--- config.mk ---
export PLATFORM = sky130hd
export DESIGN_NAME = tmr_flag_bank
export DESIGN_NICKNAME = d
export VERILOG_FILES = /design/src/rtl/tmr_flag_bank.sv
export SDC_FILE = /design/constraint.sdc
export NUM_CORES = 1
export LEC_CHECK = 0
export CORE_AREA = 5 5 42 44
export CTS_CLUSTER_SIZE = 28
export DETAILED_ROUTE_END_ITERATION = 8
export DIE_AREA = 0 0 47 49
export DONT_BUFFER_PORTS = 1
export PLACE_DENSITY = 0.5
export REMOVE_ABC_BUFFERS = 1
export SYNTH_ARGS = -nofsm -noshare
export SYNTH_HDL_FRONTEND = slang
export SYNTH_SLANG_ARGS = --single-unit
--- constraint.sdc ---
create_clock -name clk -period 1.8 [get_ports clk]
set_clock_uncertainty 0.2 [all_clocks]
set_input_delay 0.36 -clock clk [delete_from_list [all_inputs] [get_ports clk]]
set_output_delay 0.36 -clock clk [all_outputs]
set_load 0.02 [all_outputs]
--- src/rtl/tmr_flag_bank.sv ---
module tmr_flag_bank #(
  parameter int AW = 4,
  parameter logic [AW-1:0] SR_ADDR = 4'h4,
  parameter logic [AW-1:0] CAP0_ADDR = 4'hD,
  parameter logic [AW-1:0] CAP1_ADDR = 4'hE
) (
  input  logic          clk,
  input  logic          rst_n,
  input  logic          ev_update,
  input  logic          ev_trigger,
  input  logic          ev_gate_toggle,
  input  logic          slave_en,
  input  logic          gated_mode,
  input  logic [1:0]    ch_input_mode,
  input  logic [1:0]    ev_match,
  input  logic [1:0]    cmp_above_reload,
  input  logic [1:0]    ev_capture,
  input  logic          bus_rd,
  input  logic          bus_wr,
  input  logic [AW-1:0] bus_addr,
  input  logic [15:0]   bus_wdata,
  input  logic [15:0]   irq_en,
  output logic [15:0]   status,
  output logic          irq
);
  localparam int B_UPD = 0;
  localparam int B_CC  = 1;
  localparam int B_TRG = 6;
  localparam int B_OC  = 9;

  logic upd_q, trg_q;
  logic [1:0] cc_q, oc_q;

  wire sr_wr   = bus_wr && (bus_addr == SR_ADDR);
  wire upd_clr = sr_wr && !bus_wdata[B_UPD];
  wire trg_clr = sr_wr && !bus_wdata[B_TRG];
  wire trg_set = slave_en && (gated_mode ? ev_gate_toggle : ev_trigger);

  always_ff @(posedge clk) begin
    if (!rst_n) begin
      upd_q <= 1'b0;
      trg_q <= 1'b0;
    end else begin
      upd_q <= ev_update || (upd_q && !upd_clr);
      trg_q <= trg_set   || (trg_q && !trg_clr);
    end
  end

  for (genvar i = 0; i < 2; i++) begin : g_ch
    logic cc_r, oc_r;
    wire [AW-1:0] cap_addr = (i == 0) ? CAP0_ADDR : CAP1_ADDR;
    wire cap_rd = bus_rd && (bus_addr == cap_addr) && ch_input_mode[i];
    wire cc_set = ch_input_mode[i] ? ev_capture[i]
                : (cmp_above_reload[i] ? ev_update : ev_match[i]);
    wire cc_clr = (sr_wr && !bus_wdata[B_CC+i]) || cap_rd;
    wire oc_set = ch_input_mode[i] && ev_capture[i] && cc_r && !cap_rd;
    wire oc_clr = sr_wr && !bus_wdata[B_OC+i];

    always_ff @(posedge clk) begin
      if (!rst_n) begin
        cc_r <= 1'b0;
        oc_r <= 1'b0;
      end else begin
        cc_r <= cc_set || (cc_r && !cc_clr);
        oc_r <= oc_set || (oc_r && !oc_clr);
      end
    end

    assign cc_q[i] = cc_r;
    assign oc_q[i] = oc_r;
  end

  assign status = {5'b0, oc_q, 2'b0, trg_q, 3'b0, cc_q, upd_q};
  assign irq    = |(status & irq_en);
endmodule

==> run_results.csv <==
group,metric,value,unit
route,wl,1.180,mm
global_routing,grt.busiest_layer,"met2",
route,postRouteAntennaNets,0,
cts,cts_hold_buf,0,
sta,fin_setup_tns,0,ps
cells_and_area,fin_nets,111,
die,io_pins,70,
global_routing,grt_use_met2,14.03,%
route,drtIter0Drc,4,
setup_path,reg2reg_depth,3,
sta,rsz0062_at_grt,"no",
global_routing,met3_usage,4.797,%
placed_design,dp_slack,440.1,ps
global_routing,gr-usage-all-layers,10.07,%
placed_design,place_congestion,0.7040,
placed_design,dpl_cell_area,456.7,um^2
cells_and_area,final_design_area_no_fill,479.2,um^2
route,routedWlPerCell,16.39,um
sta,final_hold_viol_count,0,
power,total_power,0.3646,mW
global_routing,antenna_found_initial,0,
global_routing,grt_max_degree,12,
cts,clock-sinks,6,
power,p_leak,0.1819,nW
hold_path,hp-class,"in2reg",
job,cap_violations,0,
cells_and_area,antenna_cells,0,
setup_path,worstPathRequired,1240,ps
yosys,yosys-top-cells-area,"dfxtp_1, buf_4, mux2i_1, nand4bb_4, o311ai_1",
cts,clk_latency,240,ps
cts,numCtsBuffers,3,
setup_path,cp.arrival,1040,ps
route,via_count,403,
die,die_area,2303,um^2
cts,max-clock-path-buffers,2,
sta,min_period,1602,ps
setup_path,critical_path_class,"reg2out",
yosys,synth_top_area_cell,"dfxtp_1",
yosys,ys_seq_elements,6,
die,core,1401,um^2
global_routing,grt_pass1_wl,1.711,mm
placed_design,hpwlAfterDp,1.034,mm
cells_and_area,num-fill-cells,167,
cts,htreeDepth,1,
die,die_x,47,um
route,drc,0,
run_status,status,"finished clean",
cells_and_area,multi_input_area,294.0,um^2
yosys,ys.flop_type,"dfxtp_1",
cts,root_buffer,"clkbuf_4",
sta,fin_crit_sh,89.02,%
yosys,yosys_warnings,0,
cells_and_area,layout-drive-gt1-share,17.86,%
yosys,synth.distinct_cells,20,
die,rows,14,
yosys,synth_top_area_share,23.76,%
sta,finalMaxSlewViolations,0,
yosys,seq_area_frac_synth,23.76,%
cts,cts_tree,"built",
sta,hold_ws,42.49,ps
setup_path,crit_fanout,3,
setup_path,crit_path_start_kind,"flop",
route,vias_per_cell,5.597,
global_routing,use_met1,11.65,%
sta,finalSetupViolCount,0,
die,die_height,49,um
yosys,synthCells,58,
cts,cts.clk_slew.worst_paths,40,ps
global_routing,grt_pass1_vias,401,
cts,postCtsSetupRepairBufs,0,
yosys,synth_area_per_cell,8.715,um^2
sta,fin_ws,197.7,ps
placed_design,port_buffers,0,
power,p_per_area,760.7,nW/um^2
route,dr.pass1.iters,2,
yosys,synth_edf_count,0,
sta,max_freq,624.1,MHz
power,ir_drop,0.1744,mV
global_routing,gr-total-overflow,0,
setup_path,cp-end-kind,"output port",
die,start_util,36.07,%
yosys,synth_area,505.5,um^2
cts,post_cts_resize_count,0,
hold_path,min_delay_path_depth,1,
yosys,async_flop_share,0,%
cells_and_area,area_delta_synth_final,-5.198,%
cells_and_area,seq_area,120.1,um^2
==> synth_stat cells, drive strengths merged (2+ instances only) <==
cell type  count
buf           17
dfxtp          6
o21ai          6
nand2          5
nand3          4
a22oi          3
mux2i          3
o311ai         3
o31ai          3
o2bb2ai        2
==> cells by family (layout without fill, tap and decap cells) <==
logic type / after synthesis / count (layout) / share of synthesized area, %
mux: 3 / 3 / 5.941
simple gates: 13 / 13 / 17.58
other cells: 1 / 10 / 0.7419
flops: 6 / 6 / 23.76
buf+inv: 17 / 6 / 24.75
compound gates: 18 / 18 / 27.23
==> per-stage QoR <==
stage | std cells | util, %
floorplan | 50 | -
global route | 72 | 34.20
global placement | 69 | 32.59
detailed placement | 69 | 32.59
finish | 72 | 34.20
CTS | 72 | 34.20
==> worst paths after layout <==
| kind | slack (ps) | start | endpoint |
|---|---|---|---|
| min | 40 | rst_n | g_ch[0].cc_r$_SDFF_PN0_ |
| max reg2reg | 820 | upd_q$_SDFF_PN0_ | upd_q$_SDFF_PN0_ |
| min reg2reg | 390 | g_ch[1].oc_r$_SDFF_PN0_ | g_ch[1].oc_r$_SDFF_PN0_ |
| max | 200 | g_ch[0].oc_r$_SDFF_PN0_ | irq |
==> cell type report <==
type / instances / share of cell area [%]
well taps: 16 / 4.178
multi-input cells: 44 / 61.36
repair buffers: 3 / 4.700
flip-flops and latches: 6 / 25.07
clock buffers: 3 / 4.700
==> per-layer routing <==
layer	part of all wire (%)	vias up	wire length, um
met2	41	37	484
met1	38	172	451
met5	0	-	0
met3	18	4	217
li1	-	190	-
met4	2.2	0	26
==> critical path, cell delays in order (launching register included) <==
cell and delay [ps]:
dfxtp_1 380, a22oi_1 190, nand3_1 230
==> registers in the layout, summed over array words and instances, names as in the netlist <==
signal and flops:
g_ch.cc_r 2, g_ch.oc_r 2, trg_q 1, upd_q 1
==> power breakdown <==
group / switching [mW] / internal, mW
Combinational: 0.0535 / 0.0322
Clock: 0.0453 / 0.0752
Sequential: 0.0131 / 0.145
Total: 0.112 / 0.253
==> layout by cell type (no fill, tap or decap), types with 2 or more instances in the layout <==
cell type and instances:
o21ai_0 4, nand2_1 5, conb_1 10, o311ai_1 3
dfxtp_1 6, clkbuf_4 3, o31ai_2 2, buf_4 3
nand3_1 3, o21ai_1 2, o2bb2ai_1 2, mux2i_1 3
a22oi_1 3
Note: power is estimated with default switching activity, not from simulation.
